==> config.mk <==
export PLATFORM = sky130hd
export DESIGN_NAME = quad_mode_reg
export DESIGN_NICKNAME = d
export VERILOG_FILES = /design/src/rtl/quad_mode_reg_pkg.sv /design/src/rtl/qmr_slice.sv /design/src/rtl/quad_mode_reg.sv
export SDC_FILE = /design/constraint.sdc
export NUM_CORES = 1
export LEC_CHECK = 0
export CORE_AREA = 2 2 39 41
export DETAILED_ROUTE_END_ITERATION = 8
export DIE_AREA = 0 0 41 43
export SLEW_MARGIN = 30
export SYNTH_ARGS = -nofsm -noshare
export SYNTH_HDL_FRONTEND = slang
export SYNTH_SLANG_ARGS = --single-unit
export TNS_END_PERCENT = 10
==> constraint.sdc <==
create_clock -name clk -period 1.6 [get_ports clk]
set_input_delay 0.16 -clock clk [delete_from_list [all_inputs] [get_ports clk]]
set_output_delay 0.16 -clock clk [all_outputs]
set_load 0.02 [all_outputs]
==> src/rtl/quad_mode_reg_pkg.sv <==
package quad_mode_reg_pkg;
  typedef enum logic [1:0] {
    MODE_KEEP  = 2'b00,
    MODE_FLIP  = 2'b01,
    MODE_ZERO  = 2'b10,
    MODE_LOAD  = 2'b11
  } reg_mode_e;
endpackage

==> src/rtl/qmr_slice.sv <==
// One stored bit: a four-way selector in front of a D flip-flop.
module qmr_slice
  import quad_mode_reg_pkg::*;
(
  input  logic      clk,
  input  logic      rst_n,
  input  reg_mode_e mode,
  input  logic      din,
  output logic      q
);
  logic nxt;

  always_comb begin
    unique case (mode)
      MODE_KEEP: nxt = q;
      MODE_FLIP: nxt = ~q;
      MODE_ZERO: nxt = 1'b0;
      MODE_LOAD: nxt = din;
      default:   nxt = q;
    endcase
  end

  always_ff @(posedge clk or negedge rst_n) begin
    if (!rst_n) q <= 1'b0;
    else        q <= nxt;
  end
endmodule

==> src/rtl/quad_mode_reg.sv <==
module quad_mode_reg
  import quad_mode_reg_pkg::*;
#(
  parameter int WIDTH = 4
) (
  input  logic             clk,
  input  logic             rst_n,
  input  logic [1:0]       mode_sel,
  input  logic [WIDTH-1:0] par_in,
  output logic [WIDTH-1:0] reg_q
);
  localparam int LAST = WIDTH - 1;

  reg_mode_e mode;
  assign mode = reg_mode_e'(mode_sel);

  for (genvar i = 0; i <= LAST; i++) begin : g_bit
    qmr_slice u_slice (
      .clk  (clk),
      .rst_n(rst_n),
      .mode (mode),
      .din  (par_in[i]),
      .q    (reg_q[i])
    );
  end
endmodule

==> impl_results.rst <==
.. list-table::
   :header-rows: 1

   * - Metric
     - Value
   * - Largest registers in the final layout
     - g_bit.u_slice.q (4)
   * - Library cell contributing the largest single delay on the critical path
     - sky130_fd_sc_hd__clkdlybuf4s50_1
   * - Iteration count of the initial detailed-routing pass
     - 4
   * - Hold-fix buffer count after cts
     - 0
   * - Crit path buf inv count
     - 1
   * - I/O pin cnt
     - 12
   * - Endpoint class of the critical path
     - output pin
   * - Violation count after the first detailed-route iteration
     - 5
   * - Top post-synthesis cells by area
     - sky130_fd_sc_hd__dfrtp_1 46%, sky130_fd_sc_hd__xnor2_1 16%, sky130_fd_sc_hd__buf_4 14%, sky130_fd_sc_hd__nand3_1 9.2%, sky130_fd_sc_hd__o21ai_1 9.2%
   * - Area of the core region
     - 0.00138 mm2
   * - Crit path max-delay family
     - buffers and inverters
   * - Wire length of the first global-routing pass
     - approximately 670 um
   * - Unrepaired setup endpoints after global routing
     - no
   * - Die height
     - around 43 um
   * - Area growth from synthesis to layout
     - 51.4%
   * - Tot GR Track Use
     - 0.0664
   * - Worst reg2reg path depth
     - 2
   * - Number of max-slew violations in the final report
     - 0
   * - Number of H-tree levels
     - 1
   * - GP Congestion
     - between 0.5 and 0.6
   * - Arrival time at the worst endpoint
     - 1.21 ns
   * - Most frequent cells after synthesis
     - 4 x sky130_fd_sc_hd__buf_4, 4 x sky130_fd_sc_hd__dfrtp_1, 4 x sky130_fd_sc_hd__nand3_1, 4 x sky130_fd_sc_hd__o21ai_1, 4 x sky130_fd_sc_hd__xnor2_1
   * - Achievable Freq
     - between 0.7 and 0.8 GHz
   * - Post-CTS sizing
     - 0
   * - Critical Path Stages
     - 1
   * - Max-Cap Viols
     - 0
   * - Cell count after synthesis
     - 21
   * - Hold slack
     - approximately 0.13 ns
   * - TritonCTS clock tree
     - done
   * - Synthesized netlist net count
     - 29
   * - Number of synthesized register bits
     - 4
   * - Global route total overflow
     - 0
   * - Number of distinct library cell variants in the gate-level netlist after synthesis
     - 6
   * - Root buffer cell
     - sky130_fd_sc_hd__clkbuf_4
   * - Slowest stage delay, CP
     - about 0.6 ns
   * - Capture point of the worst reg-to-reg path
     - g_bit[0].u_slice.q
   * - Worst setup SP type
     - flip-flop
   * - Busiest metal layer after global routing
     - met4
   * - Area of the die
     - about 0.0018 mm2
   * - Fraction of layout instances using a drive strength above 1
     - 0.100
   * - Met3 Resource Use GR
     - 0.0471
   * - Setup Skew
     - 0 ns
   * - Min-delay worst type
     - input port to async pin
   * - DRT antenna net count
     - 0
   * - Total wire length
     - 417 um
   * - Number of rows created at floorplan
     - 14
   * - Setup repair bufs after CTS
     - 0
   * - Via count of the first global-routing pass
     - 159
   * - Number of port buffers
     - 11
   * - Transition time at the pin with the least slew margin
     - 0.358 ns
   * - Starting density of the core
     - 0.156
   * - Library cell with the largest summed area after synthesis
     - sky130_fd_sc_hd__dfrtp_1
   * - X dimension of the die
     - between 40 and 50 um
   * - Prevailing post-synth register cell
     - sky130_fd_sc_hd__dfrtp_1
   * - Average detailed-routed wire length per instance
     - approximately 9.1 um
   * - Hold violation total from the final report
     - 0
   * - Number of synthesized flops with an enable pin
     - 0
   * - Status
     - complete, no violations
   * - Tightest slew margin relative to the limit
     - 0.760
   * - Count of unresolved DRC violations after routing
     - 0
   * - Total vias in the final route
     - 161
   * - Total negative slack
     - 0 ns
   * - Number of buffers on the longest clock path
     - 2
   * - Final layout net count
     - 40
   * - Met2 GRT Util
     - 0.0750
   * - Top register by number of flip-flops
     - g_bit.u_slice.q
   * - Setup violation total in the final timing report
     - 0
   * - Pin count of the biggest net entering global routing
     - 9
   * - Post-layout total power
     - roughly 340 uW
   * - Synth warn
     - 0
   * - Clk pin slew, worst setup/hold paths
     - roughly 0.040 ns
   * - Ys async rst share
     - 1.00
   * - Maximum vdd drop
     - about 0.17 mV
   * - Avg Cell Area, Syn
     - ~10 um2
   * - Share of the yosys chip area belonging to registers
     - 0.462
   * - Final setup margin
     - between 0.2 and 0.25 ns
   * - Number of CTS-inserted buffers
     - 3
   * - Setup Slack @ Placement
     - 0.382 ns
   * - Source of the worst register-to-register timing path
     - g_bit[0].u_slice.q
   * - Minimum clock period
     - between 1 and 1.5 ns
   * - Number of inserted filler cells in the final layout
     - 161
   * - Antenna violations before repair
     - 0
   * - Pwr dens
     - between 1000 and 1500 mW/mm2
   * - Synth top area share
     - 0.462
   * - Post-synthesis cell area
     - roughly 220 um2
   * - Series of cell instances along the critical path
     - clkdlybuf4s50_1
   * - Average vias per placed instance
     - approximately 3.5
   * - R2R setup slack
     - around 0.86 ns
   * - Max reg flops
     - 4
   * - Met1 track demand over resource in global routing
     - 0.0680
   * - Static leakage
     - between 0.0001 and 0.00015 uW
   * - Cell total after placement
     - 43
   * - Required time worst endpoint
     - about 1.4 ns
   * - Crit Path Class
     - flip-flop to output pin
   * - Critical path fanouts, max
     - 2
   * - Crit share post-route
     - 0.853
   * - Antenna diodes
     - 0
   * - Clock insertion delay at the later pin of the skew report
     - roughly 0.23 ns
   * - Non-filler instance count after layout
     - 46
   * - Clock Sink Count
     - 4
-- cell usage in the layout (no fill, tap or decap) --
cell type	instances
sky130_fd_sc_hd__dfrtp_1	4
sky130_fd_sc_hd__nand3_1	4
sky130_fd_sc_hd__clkbuf_4	3
sky130_fd_sc_hd__clkdlybuf4s50_1	11
sky130_fd_sc_hd__xnor2_1	4
sky130_fd_sc_hd__o21ai_1	4
-- stage by stage --
stage / utilization / area (um2)
after global placement: 0.221 / 305
after floorplan: - / 216
after CTS: 0.237 / 328
after global routing: 0.237 / 328
after detailed placement: 0.221 / 305
final: 0.237 / 328
-- routing by layer --
layer | wire length [um] | up-vias
met3 | 59 | 0
met4 | 0 | 0
met5 | 0 | -
met2 | 187 | 8
met1 | 171 | 68
li1 | - | 85
-- worst max-delay path by stage --
stage | start | to | slack (ns)
4_1_cts | g_bit[1].u_slice.q | reg_q[1] | 0.22
3_3_place_gp | mode_sel[0] | g_bit[2].u_slice.q | 0.39
3_5_place_dp | mode_sel[0] | g_bit[2].u_slice.q | 0.38
2_1_floorplan | g_bit[0].u_slice.q | g_bit[0].u_slice.q | 0.91
5_1_grt | g_bit[0].u_slice.q | reg_q[0] | 0.20
6_report | g_bit[1].u_slice.q | reg_q[1] | 0.23
-- cell type report --
class                           count  area [um2]  share of cell area
Timing Repair Buffer               11         110               0.336
Sequential cell                     4         100               0.305
Multi-Input combinational cell     12        75.1               0.229
Clock buffer                        3        22.5              0.0687
Tap cell                           16        20.0              0.0611
-- cell families after synthesis --
group,count (synthesis),share of synthesized area
simple gates,4,0.0925
compound gates,4,0.0925
buf+inv,5,0.191
flops,4,0.462
xor+xnor,4,0.162
-- where the power goes --
group / total, uW / internal, uW / switching [uW] / leakage (uW)
clock: 121 / 83.6 / 37.4 / 0.0000138
sequential: 124 / 115 / 9.27 / 0.0000498
combinational: 91.1 / 52.2 / 38.9 / 0.0000606
total: 336 / 251 / 85.5 / 0.000124
Power figures use the tool's default switching activity.
